<file path="config.mk">
export PLATFORM = sky130hd
export DESIGN_NAME = pwm_servo_engine
export DESIGN_NICKNAME = d
export VERILOG_FILES = /design/src/rtl/pwm_servo_pkg.sv /design/src/rtl/pwm_tick_div.sv /design/src/rtl/pwm_phase_ctr.sv /design/src/rtl/pwm_upd_div.sv /design/src/rtl/pwm_servo_engine.sv
export SDC_FILE = /design/constraint.sdc
export NUM_CORES = 1
export LEC_CHECK = 0
export BUFFER_PORTS_ARGS = -buffer_cell sky130_fd_sc_hd__buf_2
export CAP_MARGIN = 15
export CORE_MARGIN = 2
export CORE_UTILIZATION = 35
export DETAILED_ROUTE_END_ITERATION = 6
export PLACE_DENSITY_LB_ADDON = 0.05
export SYNTH_ARGS = -nofsm -noshare
export SYNTH_HDL_FRONTEND = slang
export SYNTH_SLANG_ARGS = --single-unit
</file>
<file path="constraint.sdc">
create_clock -name clk_i -period 3.5 [get_ports clk_i]
set_input_delay 0.35 -clock clk_i [delete_from_list [all_inputs] [get_ports clk_i]]
set_output_delay 0.35 -clock clk_i [all_outputs]
set_load 0.02 [all_outputs]
</file>
<file path="src/rtl/pwm_servo_pkg.sv">
package pwm_servo_pkg;

    typedef enum logic {
        STEP_UP   = 1'b0,
        STEP_DOWN = 1'b1
    } step_dir_e;

    localparam int unsigned DEF_TICK_DIV = 4;
    localparam int unsigned DEF_PERIOD   = 62;
    localparam int unsigned DEF_UPD_DIV  = 256;

endpackage

</file>
<file path="src/rtl/pwm_tick_div.sv">
module pwm_tick_div #(
    parameter int unsigned TICK_DIV = pwm_servo_pkg::DEF_TICK_DIV
) (
    input  logic clk_i,
    input  logic rst_ni,
    output logic tick_o
);
    localparam int unsigned TW = (TICK_DIV > 1) ? $clog2(TICK_DIV) : 1;

    typedef struct packed {
        logic [TW-1:0] cnt;
    } tick_st_t;

    tick_st_t s_d, s_q;

    assign tick_o = (s_q.cnt == TW'(TICK_DIV - 1));

    always_comb begin
        s_d = s_q;
        if (tick_o) begin
            s_d.cnt = '0;
        end else begin
            s_d.cnt = s_q.cnt + 1'b1;
        end
    end

    always_ff @(posedge clk_i or negedge rst_ni) begin
        if (!rst_ni) begin
            s_q <= '0;
        end else begin
            s_q <= s_d;
        end
    end

endmodule

</file>
<file path="src/rtl/pwm_phase_ctr.sv">
module pwm_phase_ctr #(
    parameter int unsigned PERIOD = pwm_servo_pkg::DEF_PERIOD,
    localparam int unsigned PW    = $clog2(PERIOD)
) (
    input  logic          clk_i,
    input  logic          rst_ni,
    input  logic          tick_i,
    output logic [PW-1:0] phase_o,
    output logic          wrap_o
);
    typedef struct packed {
        logic [PW-1:0] phase;
    } phase_st_t;

    phase_st_t s_d, s_q;

    assign phase_o = s_q.phase;
    assign wrap_o  = tick_i && (s_q.phase == PW'(PERIOD - 1));

    always_comb begin
        s_d = s_q;
        if (wrap_o) begin
            s_d.phase = '0;
        end else if (tick_i) begin
            s_d.phase = s_q.phase + 1'b1;
        end
    end

    always_ff @(posedge clk_i or negedge rst_ni) begin
        if (!rst_ni) begin
            s_q <= '0;
        end else begin
            s_q <= s_d;
        end
    end

    // a wrap always restarts the period at phase zero
    p_wrap_restart_r2: assert property (@(posedge clk_i) disable iff (!rst_ni)
        wrap_o |=> (s_q.phase == '0));

endmodule

</file>
<file path="src/rtl/pwm_upd_div.sv">
module pwm_upd_div #(
    parameter int unsigned UPD_DIV = pwm_servo_pkg::DEF_UPD_DIV
) (
    input  logic clk_i,
    input  logic rst_ni,
    input  logic wrap_i,
    input  logic freeze_i,
    output logic stb_o
);
    localparam int unsigned UW = (UPD_DIV > 1) ? $clog2(UPD_DIV) : 1;

    typedef struct packed {
        logic [UW-1:0] cnt;
        logic          stb;
    } upd_st_t;

    upd_st_t s_d, s_q;

    assign stb_o = s_q.stb;

    always_comb begin
        s_d     = s_q;
        s_d.stb = 1'b0;
        if (freeze_i) begin
            s_d.cnt = '0;
        end else if (wrap_i) begin
            if (s_q.cnt == UW'(UPD_DIV - 1)) begin
                s_d.cnt = '0;
                s_d.stb = 1'b1;
            end else begin
                s_d.cnt = s_q.cnt + 1'b1;
            end
        end
    end

    always_ff @(posedge clk_i or negedge rst_ni) begin
        if (!rst_ni) begin
            s_q <= '0;
        end else begin
            s_q <= s_d;
        end
    end

    // a frozen divider issues no strobe on the next clock
    p_no_stb_frozen_r6: assert property (@(posedge clk_i) disable iff (!rst_ni)
        freeze_i |=> !s_q.stb);

    // the strobe lasts one clock only
    p_stb_single_r3: assert property (@(posedge clk_i) disable iff (!rst_ni)
        s_q.stb |=> !s_q.stb);

endmodule

</file>
<file path="src/rtl/pwm_servo_engine.sv">
module pwm_servo_engine #(
    parameter int unsigned TICK_DIV = pwm_servo_pkg::DEF_TICK_DIV,
    parameter int unsigned PERIOD   = pwm_servo_pkg::DEF_PERIOD,
    parameter int unsigned UPD_DIV  = pwm_servo_pkg::DEF_UPD_DIV
) (
    input  logic clk_i,
    input  logic rst_ni,
    input  logic upd_en_i,
    input  logic dir_hi_i,
    input  logic freeze_i,
    output logic pwm_o,
    output logic pwm_n_o,
    output logic upd_stb_o
);
    import pwm_servo_pkg::*;

    localparam int unsigned PW = $clog2(PERIOD);
    localparam logic [PW-1:0] DUTY_MIN = PW'(1);
    localparam logic [PW-1:0] DUTY_MAX = PW'(PERIOD - 1);

    typedef struct packed {
        logic [1:0]    sync;
        logic [PW-1:0] duty;
        logic [PW-1:0] act;
    } eng_st_t;

    eng_st_t       s_d, s_q;
    logic          tick;
    logic          wrap;
    logic          stb;
    logic [PW-1:0] phase;
    step_dir_e     step_dir;

    pwm_tick_div #(.TICK_DIV(TICK_DIV)) u_tick (
        .clk_i  (clk_i),
        .rst_ni (rst_ni),
        .tick_o (tick)
    );

    pwm_phase_ctr #(.PERIOD(PERIOD)) u_phase (
        .clk_i   (clk_i),
        .rst_ni  (rst_ni),
        .tick_i  (tick),
        .phase_o (phase),
        .wrap_o  (wrap)
    );

    pwm_upd_div #(.UPD_DIV(UPD_DIV)) u_upd (
        .clk_i    (clk_i),
        .rst_ni   (rst_ni),
        .wrap_i   (wrap),
        .freeze_i (freeze_i),
        .stb_o    (stb)
    );

    assign step_dir = step_dir_e'(s_q.sync[1]);

    always_comb begin
        s_d      = s_q;
        s_d.sync = {s_q.sync[0], dir_hi_i};
        if (stb && upd_en_i && !freeze_i) begin
            if (step_dir == STEP_DOWN) begin
                if (s_q.duty > DUTY_MIN) begin
                    s_d.duty = s_q.duty - 1'b1;
                end
            end else begin
                if (s_q.duty < DUTY_MAX) begin
                    s_d.duty = s_q.duty + 1'b1;
                end
            end
        end
        if (wrap) begin
            s_d.act = s_q.duty;
        end
    end

    always_ff @(posedge clk_i or negedge rst_ni) begin
        if (!rst_ni) begin
            s_q.sync <= '0;
            s_q.duty <= DUTY_MAX;
            s_q.act  <= DUTY_MAX;
        end else begin
            s_q <= s_d;
        end
    end

    assign pwm_o     = (phase < s_q.act);
    assign pwm_n_o   = ~pwm_o;
    assign upd_stb_o = stb;

    // the active duty only changes at a period wrap
    p_act_at_wrap_r9: assert property (@(posedge clk_i) disable iff (!rst_ni)
        !wrap |=> $stable(s_q.act));

    // strobes sit in the first tick of a period
    p_stb_at_start_r3: assert property (@(posedge clk_i) disable iff (!rst_ni)
        stb |-> (phase == '0));

    // an enabled downward step lowers the duty by exactly one
    p_step_down_r4: assert property (@(posedge clk_i) disable iff (!rst_ni)
        (stb && upd_en_i && !freeze_i && s_q.sync[1] && (s_q.duty > DUTY_MIN))
        |=> (s_q.duty == $past(s_q.duty) - 1'b1));

    // without an enabled strobe the duty register holds
    p_hold_r5: assert property (@(posedge clk_i) disable iff (!rst_ni)
        (!stb || !upd_en_i || freeze_i) |=> $stable(s_q.duty));

    // the floor and ceiling are never crossed
    p_floor_r8: assert property (@(posedge clk_i) disable iff (!rst_ni)
        ((s_q.duty == DUTY_MIN) && s_q.sync[1]) |=> (s_q.duty >= DUTY_MIN));
    p_ceiling_r8: assert property (@(posedge clk_i) disable iff (!rst_ni)
        ((s_q.duty == DUTY_MAX) && !s_q.sync[1]) |=> (s_q.duty == DUTY_MAX));

endmodule

</file>
Word-level counts from Yosys, hierarchy flattened --
Index checks and enable logic that the tools add are counted.
Storage, ports and cells: register bits 31, RAM bits 0, word-level logic and storage cells 39, memories 0, bits of input ports 5, bits in read-only memories 0, bits in latches 0, output and inout port bits 3
Operators by class: bitwise operators 1, reductions and logical operators 8, shifts and indexed selects 0, multiplexer cells 11, divide/modulo/power cells 0, $add $sub $neg 5, $mul 0, equal/unequal tests 4, magnitude comparators 3
Operators by type and width (number):
- $mux 6 | 5
- $mux 8 | 2
- $add 6x1->6 const B | 2
- $mux 9 | 1
- $add 8x1->8 const B | 1
- $eq 8x8->1 const B | 1
- $eq 6x6->1 const B | 1
- $gt 6x1->1 const B | 1
- $lt 6x6->1 | 1
- $lt 6x6->1 const B | 1
- $reduce_bool 2->1 | 3
- $sub 6x1->6 const B | 1
- $logic_and 1x1->1 | 3
- $reduce_and 3->1 | 1
- $add 2x1->2 const B | 1
- $eq 2x2->1 const B | 1
- $mux 1 | 2
- $mux 2 | 1
- $ne 2x1->1 const B | 1
- $logic_not 1->1 | 1
- $not 1->1 | 1

Depth between registers and ports, before layout --
depth after elaboration 4, mapped depth 8, gate-level depth less buffers 6

By module --
From an unflattened synthesis, not the netlist that was laid out.
Second synthesis, totals: cell total of the unflattened synthesis 157, area, all modules 1642.8 um^2
Modules (own cells, without submodules):
- pwm_servo_engine | times used 1, area an instance 818.3 um^2, cells an instance 76
- pwm_upd_div | times used 1, area an instance 445.4 um^2, cells an instance 47
- pwm_phase_ctr | times used 1, area an instance 312.8 um^2, cells an instance 30
- pwm_tick_div | times used 1, area an instance 66.3 um^2, cells an instance 4

Worst setup path before layout --
No wires, ideal clock.
kind register -> output, start register s_q[3] (netlist name), end output pwm_n_o, path buffers 0, arrival time 1.515 ns, slack 1.635 ns, required time 3.150 ns, stages on the path, launching flop included 6, cells stage by stage dfstp_2 > inv_1 > ha_1 > nand2_1 > o21a_1 > o21ai_0
On the way: word-level cells in the longest chain between the ends 2
Ends and longest elaborated chain:
- start, declared | line pwm_servo_engine.sv:27 | eng_st_t s_d, s_q;
- $lt 6x6->1 | line pwm_servo_engine.sv:87 | assign pwm_o = (phase < s_q.act);
- $not 1->1 | line pwm_servo_engine.sv:88 | assign pwm_n_o = ~pwm_o;
- end, declared | line pwm_servo_engine.sv:12 | output logic pwm_n_o,
Every way passes these cells.

Worst setup path after layout --
Same ends and word-level chain as after synthesis.

==> results_dict.tcl <==
set metrics [dict create \
    run_status "complete, no violations" \
    slew-limit-headroom 0.535 \
    num-nets-final 193 \
    clock_latency_ns 0.29 \
    cpPeakStageDelay_ns 0.52 \
    cts_resized 0 \
    hold_viol_final 0 \
    slew_violations 0 \
    rsz0062_at_grt "no" \
    root_buffer "clkbuf_8" \
    worst_ep_required_time_ns 3.15 \
    drt-wirelength-per-cell_um 14.3 \
    peakVddDrop_mv 0.217 \
    synth_seq_area_share 0.466 \
    final_cells 231 \
    first_global_vias 1155 \
    cts_inserted_buffers 5 \
    worstSetupPathType "reg -> out" \
    num_io_pins 8 \
    period_share 0.587 \
    setup_violations 0 \
    syn_area_um2 1690 \
    drt_iter0_drc 140 \
    cts_tree "done" \
    port-buffer-count 7 \
    initial_utilization 0.361 \
    grt_max_degree 32 \
    critical_path.n_buffers_inverters 2 \
    start_kind "flop" \
    dp.cells 223 \
    drive_gt1_frac 0.181 \
    drv_cap 0 \
    dp_hpwl_mm 2.34 \
    cts_buffer_depth 2 \
    antenna_cells 0 \
    rows 25 \
    ys_warn_count 0 \
    gp_congestion 0.777 \
    crit_family "flip-flops" \
    dr.pass1.iters 4 \
    cp.arrival_ns 1.70 \
    path_cells "inv_1 -> ha_1 -> nand2_1 -> o21a_1 -> o21ai_0 -> buf_2" \
    grt_pass1_wl_mm 5.62 \
    cts.sinks 31 \
    synth.avg_cell_area_um2 10.0 \
    die_x_um 73.5 \
    totalWireLength_mm 3.29 \
    ys_ff_latch 31 \
    antenna_found_initial 0 \
    die-height_um 73.5 \
    gr-usage-all-layers 0.141 \
    grt_overflow 0 \
    tightest_slew_ns 0.697 \
    viasPerCell 5.26 \
    antenna_left 0 \
    syn2layout_area_growth_pct 8.57 \
    clock_skew_ns 0.00825 \
    hold_buffers 0 \
    yosysUniqueCellTypes 44 \
    power.leakage_nw 0.776 \
    crit_path_end_kind "primary output" \
    coreArea_um2 4690 \
    die-area_um2 5410 \
    cp_max_fo 2 \
    cts_setup_buffers 0 \
    drc_errors 0 \
    postSynthNetCount 186 \
    critPathSlowestCell "dfstp_2" \
    fin_crit_ns 2.05 \
    powerDensity_nw_per_um2 359 \
    htreeDepth 2 \
    hold_path_class "in -> async" \
    synth_cells 169 \
    timing.fmax_mhz 487 \
    finalSetupTns_ns 0 \
    dr_total_vias 1214 \
    clkTransAtPathRegs_ns 0.07 \
]
-- cells in the mapped netlist, drive strengths merged --
cell type  count  area [um2]
and4b          1        10.0
o21ai         11        55.1
xnor2          3        26.3
o31a           1        8.76
nor3           7        46.3
xor2           6        52.6
nor4b          2        17.5
a31o           1        8.76
o22a           1        8.76
nand4          1        6.26
a211o          1        8.76
a21oi          5        25.0
nor4           4        25.0
nand3b         1        7.51
o31ai          5        37.5
nor3b          1        7.51
and2           1        6.26
o211ai         1        7.51
mux2           2        22.5
or4b           1        13.8
and3           2        12.5
buf            5        37.5
ha            12         150
o22ai          1        6.26
or3            1        6.26
nor2          15        56.3
nand2b         2        12.5
and4           1        8.76
a21o           1        7.51
mux2i          2        20.0
a31oi          1        6.26
nand2         14        52.6
nand3          7        35.0
o21a           2        15.0
dfstp         10         263
dfrtp         21         526
o2bb2a         1        10.0
inv            9        33.8
clkbuf         3        11.3
and3b          1        8.76
or2            2        12.5
-- cells in the final DEF, fill, tap and decap left out, types with 3 or more instances in the layout --
cell type / instances
inv_1: 9
o31ai_1: 5
buf_2: 7
dfstp_2: 10
ha_1: 12
nor4_1: 4
o21ai_0: 11
xor2_1: 6
nand3_1: 7
nand2_1: 14
dfrtp_1: 21
nor3_1: 6
clkbuf_8: 5
a21oi_1: 5
nor2_1: 15
clkinv_2: 3
xnor2_1: 3
-- metrics by stage --
stage	power (mW)	utilization	cell area (um2)	setup slack, ns	hold slack (ns)
global placement	0.394	0.374	1750	1.68	0.336
finish	0.659	0.392	1840	1.45	0.102
global route	0.701	0.392	1840	1.34	0.151
detailed placement	0.394	0.374	1750	1.61	0.336
CTS	0.672	0.392	1840	1.43	0.128
floorplan	0.382	-	1690	1.64	0.0544
-- area by class of cell --
class / instances / area [um2]
timing repair buffer: 8 / 42.5
clock inverter: 3 / 15.0
tap: 54 / 67.6
clock buffer: 5 / 68.8
multi-input combinational: 121 / 822
inverter: 9 / 33.8
sequential: 31 / 788
fill: 469 / 2850
-- layer usage --
metal / routed length (um) / track usage / up-vias
met5: 0 / 0 / -
met4: 72 / 0.0646 / 0
met3: 108 / 0.0549 / 8
met2: 1400 / 0.194 / 20
met1: 1710 / 0.192 / 581
li1: - / - / 605
-- sequential cells by signal (all words and copies together), names as in the netlist --
register         cells
u_upd.stb_o          1
u_upd.s_q            8
s_q                 13
u_phase.phase_o      6
u_tick.s_q           2
s_d                  1
-- cells by family after synthesis --
| kind of cell | count (synthesis) | synth area share |
|---|---|---|
| flops | 31 | 0.466 |
| fa+ha+maj | 12 | 0.0887 |
| xor+xnor | 9 | 0.0466 |
| simple gates | 64 | 0.204 |
| mux | 4 | 0.0251 |
| buf+inv | 17 | 0.0488 |
| compound gates | 32 | 0.121 |
-- path summary, 6_finish.rpt --
kind	startpoint	end	slack, ns	cells after the start
min in group clk_i	dir_hi_i	s_d[13]	0.17	1
worst max-delay path	s_q[3]	pwm_n_o	1.45	6
worst max register to register	u_tick.s_q[0]	u_upd.s_q[4]	1.60	5
worst min-delay path	rst_ni	s_q[7]	0.10	1
worst min register to register	s_d[13]	s_q[13]	0.35	0
max in group asynchronous	rst_ni	u_upd.s_q[4]	2.94	1
-- report_power, final --
group          leakage (nW)  switching (mW)  internal, mW
sequential            0.372         0.00469         0.363
combinational         0.357          0.0129       0.00693
clock                0.0477           0.136         0.136
Power figures use the tool's default switching activity.
